File: src/rtl/cpwm_pkg.sv
package cpwm_pkg;

  typedef enum logic {
    DIR_DOWN = 1'b0,
    DIR_UP   = 1'b1
  } dir_e;

  // Rank of the current cycle by its distance from the top of the count:
  // top cycle = 0, falling slope odd ranks, rising slope even ranks.
  function automatic int unsigned dist_rank(int unsigned cnt, int unsigned per, logic up);
    int unsigned gap;
    gap = 2 * (per - cnt);
    if (up) return gap;
    return gap - 1;
  endfunction

  // High side is commanded while the rank is below the duty value.
  function automatic logic hi_active(int unsigned duty, int unsigned rank, int unsigned per);
    if (per == 0) return 1'b0;
    return (rank < duty);
  endfunction

endpackage

File: src/rtl/cpwm_timebase.sv
module cpwm_timebase #(
  parameter int PW = 16
) (
  input  logic          clk,
  input  logic          rst_n,
  input  logic [PW-1:0] period_in,
  output logic [PW-1:0] cnt_o,
  output logic          up_o,
  output logic [PW-1:0] per_o,
  output logic          bnd_o
);
  import cpwm_pkg::*;

  logic [PW-1:0] cnt_q;
  logic [PW-1:0] per_q;
  dir_e          dir_q;
  logic          at_zero;

  assign at_zero = (cnt_q == '0);

  always_ff @(posedge clk or negedge rst_n) begin
    if (!rst_n) begin
      cnt_q <= '0;
      per_q <= '0;
      dir_q <= DIR_DOWN;
    end else begin
      if (at_zero) per_q <= period_in;
      if (dir_q == DIR_UP) begin
        if (cnt_q >= per_q) begin
          dir_q <= DIR_DOWN;
          cnt_q <= cnt_q - 1'b1;
        end else begin
          cnt_q <= cnt_q + 1'b1;
        end
      end else if (at_zero) begin
        if (period_in != '0) begin
          dir_q <= DIR_UP;
          cnt_q <= PW'(1);
        end
      end else begin
        cnt_q <= cnt_q - 1'b1;
      end
    end
  end

  assign cnt_o = cnt_q;
  assign up_o  = (dir_q == DIR_UP);
  assign per_o = per_q;
  assign bnd_o = at_zero;

endmodule

File: src/rtl/cpwm_deadband.sv
module cpwm_deadband #(
  parameter int DTW = 8
) (
  input  logic           clk,
  input  logic           rst_n,
  input  logic           raw,
  input  logic [DTW-1:0] dead,
  output logic           hi,
  output logic           lo
);
  logic           state_q;
  logic [DTW-1:0] gap_q;
  logic           settled;

  always_ff @(posedge clk or negedge rst_n) begin
    if (!rst_n) begin
      state_q <= 1'b0;
      gap_q   <= '0;
    end else if (raw != state_q) begin
      state_q <= raw;
      gap_q   <= dead;
    end else if (gap_q != '0) begin
      gap_q <= gap_q - 1'b1;
    end
  end

  assign settled = (gap_q == '0);
  assign hi = state_q & settled;
  assign lo = ~state_q & settled;

endmodule

File: src/rtl/cpwm_outstage.sv
module cpwm_outstage #(
  parameter int NCH = 3
) (
  input  logic             force_off,
  input  logic             neg_pol,
  input  logic [2*NCH-1:0] ovr_en,
  input  logic [2*NCH-1:0] ovr_val,
  input  logic [NCH-1:0]   db_hi,
  input  logic [NCH-1:0]   db_lo,
  output logic [NCH-1:0]   out_hi,
  output logic [NCH-1:0]   out_lo
);
  for (genvar c = 0; c < NCH; c++) begin : g_leg
    logic sel_hi;
    logic sel_lo;
    assign sel_hi    = ovr_en[2*c]   ? ovr_val[2*c]   : db_hi[c];
    assign sel_lo    = ovr_en[2*c+1] ? ovr_val[2*c+1] : db_lo[c];
    assign out_hi[c] = force_off ? neg_pol : (sel_hi ^ neg_pol);
    assign out_lo[c] = force_off ? neg_pol : (sel_lo ^ neg_pol);
  end

endmodule

File: src/rtl/cpwm_trigdiv.sv
module cpwm_trigdiv #(
  parameter int TRIG_DIV = 16
) (
  input  logic clk,
  input  logic rst_n,
  input  logic bnd,
  output logic trig
);
  localparam int PSW = (TRIG_DIV > 2) ? $clog2(TRIG_DIV) : 1;
  localparam logic [PSW-1:0] LAST = PSW'(TRIG_DIV - 1);

  logic [PSW-1:0] div_q;

  always_ff @(posedge clk or negedge rst_n) begin
    if (!rst_n) div_q <= '0;
    else if (bnd) div_q <= (div_q == LAST) ? '0 : div_q + 1'b1;
  end

  assign trig = bnd & (div_q == LAST);

endmodule

File: src/rtl/cpwm_gen.sv
module cpwm_gen #(
  parameter int NCH      = 3,
  parameter int PW       = 16,
  parameter int DTW      = 8,
  parameter int TRIG_DIV = 16
) (
  input  logic                  clk,
  input  logic                  rst_n,
  input  logic                  fault,
  input  logic [PW-1:0]         period,
  input  logic [NCH*(PW+1)-1:0] duty,
  input  logic [DTW-1:0]        dead,
  input  logic [2*NCH-1:0]      ovr_en,
  input  logic [2*NCH-1:0]      ovr_val,
  input  logic                  neg_pol,
  output logic [NCH-1:0]        out_hi,
  output logic [NCH-1:0]        out_lo,
  output logic                  prd_pulse,
  output logic                  adc_trig
);
  localparam int DW = PW + 1;

  logic [PW-1:0]  tb_cnt;
  logic [PW-1:0]  per_act;
  logic           tb_up;
  logic           tb_bnd;
  int unsigned    cur_rank;
  logic [NCH-1:0] raw;
  logic [NCH-1:0] db_hi;
  logic [NCH-1:0] db_lo;
  logic           force_off;

  cpwm_timebase #(.PW(PW)) u_tb (
    .clk      (clk),
    .rst_n    (rst_n),
    .period_in(period),
    .cnt_o    (tb_cnt),
    .up_o     (tb_up),
    .per_o    (per_act),
    .bnd_o    (tb_bnd)
  );

  assign cur_rank = cpwm_pkg::dist_rank(32'(tb_cnt), 32'(per_act), tb_up);

  for (genvar c = 0; c < NCH; c++) begin : g_ch
    logic [DW-1:0] duty_act;

    always_ff @(posedge clk or negedge rst_n) begin
      if (!rst_n) duty_act <= '0;
      else if (tb_bnd) duty_act <= duty[c*DW +: DW];
    end

    assign raw[c] = cpwm_pkg::hi_active(32'(duty_act), cur_rank, 32'(per_act));

    cpwm_deadband #(.DTW(DTW)) u_db (
      .clk  (clk),
      .rst_n(rst_n),
      .raw  (raw[c]),
      .dead (dead),
      .hi   (db_hi[c]),
      .lo   (db_lo[c])
    );
  end

  assign force_off = fault | ~rst_n;

  cpwm_outstage #(.NCH(NCH)) u_out (
    .force_off(force_off),
    .neg_pol  (neg_pol),
    .ovr_en   (ovr_en),
    .ovr_val  (ovr_val),
    .db_hi    (db_hi),
    .db_lo    (db_lo),
    .out_hi   (out_hi),
    .out_lo   (out_lo)
  );

  cpwm_trigdiv #(.TRIG_DIV(TRIG_DIV)) u_trig (
    .clk  (clk),
    .rst_n(rst_n),
    .bnd  (tb_bnd),
    .trig (adc_trig)
  );

  assign prd_pulse = tb_bnd;

endmodule

File: config.mk
export PLATFORM = sky130hd
export DESIGN_NAME = cpwm_gen
export DESIGN_NICKNAME = d
export VERILOG_FILES = /design/src/rtl/cpwm_pkg.sv /design/src/rtl/cpwm_timebase.sv /design/src/rtl/cpwm_deadband.sv /design/src/rtl/cpwm_outstage.sv /design/src/rtl/cpwm_trigdiv.sv /design/src/rtl/cpwm_gen.sv
export SDC_FILE = /design/constraint.sdc
export NUM_CORES = 1
export LEC_CHECK = 0
export BUFFER_PORTS_ARGS = -buffer_cell sky130_fd_sc_hd__buf_2
export CAP_MARGIN = 20
export CORE_MARGIN = 2
export CORE_UTILIZATION = 50
export CTS_BUF_LIST = sky130_fd_sc_hd__clkbuf_4
export CTS_CLUSTER_DIAMETER = 40
export DETAILED_ROUTE_END_ITERATION = 6
export PLACE_DENSITY = 0.7
export SYNTH_ARGS = -nofsm -noshare
export SYNTH_HDL_FRONTEND = slang
export SYNTH_SLANG_ARGS = --single-unit
File: constraint.sdc
create_clock -name clk -period 15.11 [get_ports clk]
set_input_delay 1.511 -clock clk [delete_from_list [all_inputs] [get_ports clk]]
set_output_delay 1.511 -clock clk [all_outputs]
set_load 0.005 [all_outputs]
* Yosys cells after proc, flatten, opt, wreduce, memory -nomap -nowiden
Index checks and enable logic that the tools add are counted.
** Word-level totals
- Bits in registers :: 115
- Latch bits :: 0
- Bits in writable memories :: 0
- Bits in read-only memories :: 0
- Output and inout bits :: 8
- Memories kept :: 0
** Cells by class
- Add/subtract/negate cells :: 8
- Multipliers :: 0
- Div/mod/pow operators :: 0
- Magnitude comparators :: 4
- Equal/unequal tests :: 5
- Shift-type cells :: 0
- Muxes and demuxes :: 35
- Bitwise gates (word level) :: 18
- Reduce and logical (&&, ||, !) cells :: 12
** Operator list (number)
- 32-bit by 17-bit < comparator with 1-bit output :: 3
- 16-bit two-way mux :: 4
- 32-bit two-way mux :: 2
- 8-bit two-way mux :: 6
- 16-bit zero test :: 2
- 8-bit zero test :: 3
- 8-bit nonzero test :: 3
- 8-bit by 1-bit subtractor with 8-bit output, second input constant :: 3
- 1-bit two-way mux :: 22
- 18-bit by 2-bit subtractor with 19-bit output, second input constant :: 1
- 16-bit by 16-bit subtractor with 17-bit output :: 1
- 16-bit by 1-bit adder with 16-bit output, second input constant :: 1
- 16-bit greater-or-equal comparator :: 1
- 16-bit nonzero test :: 1
- 16-bit by 1-bit subtractor with 16-bit output, second input constant :: 1
- 1-bit bitwise AND :: 7
- 2-bit nonzero test :: 3
- 1-bit bitwise XOR :: 6
- 4-bit by 1-bit adder with 4-bit output, second input constant :: 1
- 4-bit equality test, second input constant :: 1
- 4-bit two-way mux :: 1
- 1-bit NOT :: 4
- 1-bit != test :: 3
- 3-bit != test, second input constant :: 1
- 1-bit OR :: 1

* Logic depth before layout (Yosys ltp)
- Depth after elaboration :: 7
- Gate-level depth with buffers :: 23

* Cells and area by module
From an unflattened synthesis, not the netlist that was laid out.
** Second synthesis, totals
- Cell total of the unflattened synthesis :: 986
- Area, all modules :: 8465.6 sq um
** Modules (own cells, without submodules)
- cpwm_gen :: instances 1, cells each 504, area an instance 4207.8 sq um, seq. area each 1276.2 sq um
- cpwm_timebase :: instances 1, cells each 264, area an instance 2253.4 sq um, seq. area each 825.8 sq um
- cpwm_deadband :: instances 3, cells each 61, area an instance 556.8 sq um, seq. area each 225.2 sq um
- cpwm_trigdiv :: instances 1, cells each 16, area an instance 193.9 sq um, seq. area each 100.1 sq um
- cpwm_outstage :: instances 1, cells each 19, area an instance 140.1 sq um, seq. area each 0.0 sq um

* Least setup slack after synthesis
No wires, ideal clock.
- Path kind :: reg2reg
- Start point :: register u_tb.cnt_q[2] (netlist: u_tb.cnt_o[2])
- End point :: register g_ch[2].u_db.gap_q[0]
- Setup time :: 125 ps
- Arrival time :: 4718 ps
- Required time :: 14985 ps
- Setup slack :: 10267 ps
- Cell stages (with the launch flop) :: 22
- Clock period less this slack :: 4843 ps
- Cells stage by stage :: dfrtp_1 clkbuf_1 inv_1 ha_1 o21ai_1 a21oi_2 o31a_1 or3_1 a211oi_2 nand3_1 or3_1 xnor2_1 ha_1 a21o_1 a21oi_1 nor2b_1 o21ai_0 o21a_1 o2111a_1 o21ai_4 xor2_4 mux2_4
** Between the ends
- Cells in the longest elaborated chain, start to end :: 7
- Elaborated cells on any way between the ends :: 9
- Those cells by class :: add/sub (2); order compare (1); eq/ne (1); mux (4); reduce/logical (1)
** RTL lines
- start, declared :: line cpwm_timebase.sv:14 : logic [PW-1:0] cnt_q;
- start signal, assigned :: line cpwm_timebase.sv:31 : cnt_q <= cnt_q - 1'b1;
- start signal, assigned :: line cpwm_timebase.sv:33 : cnt_q <= cnt_q + 1'b1;
- start signal, assigned :: line cpwm_timebase.sv:41 : cnt_q <= cnt_q - 1'b1;
- 16-bit by 16-bit subtractor with 17-bit output * :: line cpwm_pkg.sv:12 : gap = 2 * (per - cnt);
- 18-bit by 2-bit subtractor with 19-bit output or 32-bit two-way mux (tied branches) :: line cpwm_pkg.sv:14, cpwm_pkg.sv:13
- 32-bit two-way mux * :: line cpwm_pkg.sv:14 : return gap - 1;
- 32-bit by 17-bit < comparator with 1-bit output * :: line cpwm_pkg.sv:20 : return (rank < duty);
- 1-bit two-way mux * :: line cpwm_pkg.sv:20
- 1-bit != test * :: line cpwm_deadband.sv:19 : end else if (raw != state_q) begin
- 8-bit two-way mux or 2-bit nonzero test (tied branches)
- end signal, assigned :: line cpwm_deadband.sv:23 : gap_q <= gap_q - 1'b1;
- end, declared :: line cpwm_deadband.sv:12 : logic [DTW-1:0] gap_q;
Mark *: on every way between the ends. The rest lies on a longest branch, timed or not.
A chain may end at the register's enable or synchronous reset.

* Final worst setup path
- Start point :: register u_tb.cnt_q[0] (netlist: u_tb.cnt_o[0])
- End point :: register g_ch[2].u_db.gap_q[0]
Same word-level chain as after synthesis.

==> metrics.csv <==
stage;metric;value;unit
synthesis;number of nets in the synthesized netlist;1067;
flow_run;Max-Cap Viols;0;
worst_setup_path;reg-to-reg startpoint;u_tb.cnt_o[0];
worst_setup_path;critical path endpoint category;flop;
worst_setup_path;Crit path arrival time;5680;ps
synthesis;Top FF cell, synth;dfrtp_1;
clock_tree;CTS Buf Count;17;
routing;overall routed net length;18700;microns
timing;portion of the clock cycle consumed by the worst path in the final layout;34.7;%
floorplanning;number of top-level pins;99;
floorplanning;Initial Util;51.5;%
worst_setup_path;Worst Path Max Fanout;8;
place;instance count after placement with tap cells included;1196;
worst_setup_path;type of the worst setup path;reg2reg;
floorplanning;die width;132;microns
floorplanning;floorplan die area;17400;sq um
routing;remaining routing DRC violations;0;
global_route;sum of overflow across all layers after global routing;0;
routing;Vias;6694;
clock_tree;# clock sinks;115;
timing;clock skew after layout;25.5;ps
routing;First-pass DRT Iterations;5;
power;total power density per cell area;211;nW/um^2
clock_tree;clock root buffer;clkbuf_4;
power;Sequential Power Share;25.0;%
timing;worst hold margin;524;ps
hold_path;capture endpoint of the worst hold path;u_trig.div_q[3];
power;part of the total power dissipated in the clock network;12.2;%
floorplanning;floorplan die height;132;microns
timing;transition time of the tightest slew-check pin;932;ps
power;net switching component of the power;849;uW
power;maximum ir drop on the vdd rail;0.0981;mV
final_layout;layout cells sized above 1;20.2;%
timing;Relative slew margins;37.4;%
global_route;via count of the first global-routing pass;6460;
hold_path;hold crit path type;reg2reg;
clock_tree;H-tree level count;4;
synthesis;synthesis warning total;0;
synthesis;Post-Syn Area per Cell;9.07;sq um
timing;crit path time final;5240;ps
synthesis;distinct cell type count of the synthesized netlist;70;
routing;vias per std cell;5.44;
timing;total negative slack for setup checks;0;ps
worst_setup_path;setup slack of the most critical reg-to-reg path;9870;ps
final_layout;number of filler cells placed in the layout;1452;
power;Pwr Total;1.94;mW
timing;count of pins over their slew limit;0;
synthesis;Syn Inst Count;904;
clock_tree;clock slew seen by the registers of the worst setup and hold paths;100;ps
place;total of buffers placed on input and output ports;98;
worst_setup_path;endpoint of the worst-slack reg-to-reg timing path;g_ch[2].u_db.gap_q[0];
hold_path;hold path start;u_trig.div_q[3];
timing;Final Hold Viols;0;
power;Pint;1.09;mW
clock_tree;number of hold buffers added after cts;0;
global_route;initial antenna violation count;1;
clock_tree;clock insertion delay at the later pin of the skew report;560;ps
timing;# setup viols final;0;
worst_setup_path;cells on worst reg2reg path;21;
global_route;wire length of the first global-routing pass;31200;microns
synthesis;flops & latches, synth;115;
power;share of power burned in combinational logic;62.8;%
final_layout;growth of design area from synthesis to finish;12.2;%
clock_tree;Clock Tree Buf Depth;2;
worst_setup_path;Critical Path RT;15550;ps
timing;setup repair after global routing missed its margin;false;
synthesis;post-synthesis sequential area ratio;35.1;%
floorplanning;row count;46;
synthesis;Post-Synthesis Cell Area;8200;sq um
routing;Post-DRT Antenna Nets;0;
power;leakage power;4.26;nW
hold_path;hold path cells;1;
global_route;global routing usage summed across all routing layers;22.1;%
floorplanning;placeable core region;15900;sq um
final_layout;Final nets;1162;
clock_tree;count of cells resized by post-cts repair;0;
worst_setup_path;Setup crit start kind;flop;
power;share of total power consumed by net switching;43.8;%
timing;Achievable Freq;0.191;GHz
synthesis;number of flops mapped to enable cells by yosys;0;
status;run status;finished, final reports clean;
synthesis;fraction of synthesis flops using an asynchronous set or reset pin;100;%
clock_tree;number of buffers inserted by post-CTS setup repair;0;
routing;iteration-0 DRC count of the detailed router;373;
place;routability cong.;0.865;
place;Detailed Place HPWL;14400;microns
routing;average wire per cell in the routed design;15.2;microns
clock_tree;clock tree from TritonCTS;done;
global_route;maximum number of pins on one net before global-route repair;82;
final_layout;post-layout instance count excluding filler cells;1230;
cells in the mapped netlist, types with 7 or more instances:
cell type / n / share of area, %
mux2_4: 24 / 4.4
xor2_1: 17 / 1.8
nand2_1: 100 / 4.6
nor4_1: 17 / 1.3
nand3_1: 15 / 0.92
clkbuf_1: 23 / 1.1
mux2_2: 19 / 2.6
xnor2_1: 31 / 3.3
ha_1: 71 / 11
a21o_1: 15 / 1.4
nand2b_1: 13 / 0.99
o21ai_0: 85 / 5.2
mux2i_1: 7 / 0.85
and3_1: 12 / 0.92
nand4_1: 15 / 1.1
inv_1: 80 / 3.7
nor3_1: 25 / 1.5
a21oi_1: 43 / 2.6
nor2_1: 55 / 2.5
or3_1: 8 / 0.61
dfrtp_1: 115 / 35
cells in the final DEF, fill, tap and decap left out, types with 4 or more instances in the layout:
| cell | count |
|---|---|
| dfrtp_1 | 115 |
| or3_1 | 8 |
| and3_1 | 12 |
| nor3_1 | 24 |
| mux2_4 | 24 |
| a31oi_1 | 6 |
| nor2_1 | 55 |
| o31a_1 | 5 |
| o21ai_1 | 6 |
| buf_2 | 97 |
| a211oi_1 | 6 |
| nand3_1 | 15 |
| ha_1 | 71 |
| nand2_1 | 100 |
| nand4_1 | 15 |
| xnor2_1 | 31 |
| nand2b_1 | 13 |
| clkbuf_4 | 20 |
| inv_1 | 80 |
| nor4_1 | 17 |
| a21o_1 | 15 |
| nor2b_1 | 6 |
| mux2_2 | 19 |
| clkinv_1 | 4 |
| o21a_1 | 6 |
| a21oi_2 | 4 |
| a21oi_1 | 43 |
| xor2_1 | 17 |
| mux2i_1 | 7 |
| nor3b_1 | 4 |
| a22oi_1 | 5 |
| buf_4 | 7 |
| o21ai_0 | 85 |
area by class of cell:
class / instances / area [sq um] / share of cell area (%)
diodes: 2 / 5.00 / 0.0544
clock buffers: 20 / 150 / 1.63
clock inverters: 12 / 139 / 1.51
inverters: 80 / 300 / 3.26
multi-input cells: 681 / 4920 / 53.5
flip-flops and latches: 115 / 2880 / 31.3
well taps: 216 / 270 / 2.94
repair buffers: 104 / 538 / 5.85
state kept, by name, summed over array words and instances, names as in the netlist:
| name | count |
|---|---|
| g_ch.duty_act | 51 |
| g_ch.u_db.gap_q | 24 |
| u_tb.cnt_o | 16 |
| u_tb.per_o | 16 |
| u_trig.div_q | 4 |
| g_ch.u_db.state_q | 3 |
| u_tb.up_o | 1 |
how the worst max path moves through the flow:
stage / start / end / slack [ps]
finish: u_tb.cnt_o[0] / g_ch[2].u_db.gap_q[0] / 9870
global route: u_tb.cnt_o[2] / g_ch[2].u_db.gap_q[0] / 9490
CTS: u_tb.cnt_o[0] / g_ch[2].u_db.gap_q[0] / 9880
detailed placement: u_tb.cnt_o[0] / g_ch[2].u_db.gap_q[0] / 9880
global placement: u_tb.cnt_o[0] / g_ch[2].u_db.gap_q[1] / 10000
floorplan: u_tb.cnt_o[2] / g_ch[2].u_db.gap_q[0] / 10270
kinds of logic after synthesis:
logic type	count (synthesis)	share of synthesized area, %
AO/OA/AOI/OAI	217	17.3
XOR/XNOR	51	6.13
adder cells (fa/ha/maj)	72	11.1
buffers and inverters	108	5.08
flip-flops	115	35.1
multiplexers	50	7.86
AND/OR/NAND/NOR	291	17.5
through the flow:
stage / utilization [%] / cell area, sq um / worst slack [ps]
after CTS: 57.7 / 9200 / 9880
after floorplan: - / 8200 / 10270
final: 57.7 / 9200 / 9870
after detailed placement: 55.9 / 8910 / 9880
after global routing: 57.7 / 9200 / 9490
after global placement: 55.9 / 8910 / 10000
power groups by stage:
stage | clock [mW] | combinational, mW | sequential, mW
4_1_cts | 0.242 | 1.21 | 0.485
6_report | 0.237 | 1.22 | 0.486
3_3_place_gp | 0 | 1.18 | 0.487
2_1_floorplan | 0 | 0.987 | 0.464
5_1_grt | 0.256 | 1.36 | 0.499
3_5_place_dp | 0 | 1.21 | 0.490
critical path, cell delays in order, from the launching register on:
cell	delay (ps)
dfrtp_1	430
ha_1	230
fa_1	430
nor2b_4	180
o31ai_2	110
a21boi_1	260
a21bo_2	260
a21boi_1	310
or2_1	200
nand3_1	130
or3_1	350
xnor2_1	260
ha_1	300
a21o_1	160
a21oi_1	160
nor2b_1	70
o21ai_0	140
o21a_1	140
o2111a_1	230
o21ai_4	90
xor2_4	360
mux2_4	340
per-layer routing:
metal / routed length [microns] / vias up / global-route usage [%]
met2: 8720 / 138 / 35.9
met4: 271 / 0 / 6.28
met5: 0 / - / 0
met1: 8980 / 3156 / 30.2
met3: 689 / 21 / 4.15
li1: - / 3379 / -
(Power assumes the default switching activity.)
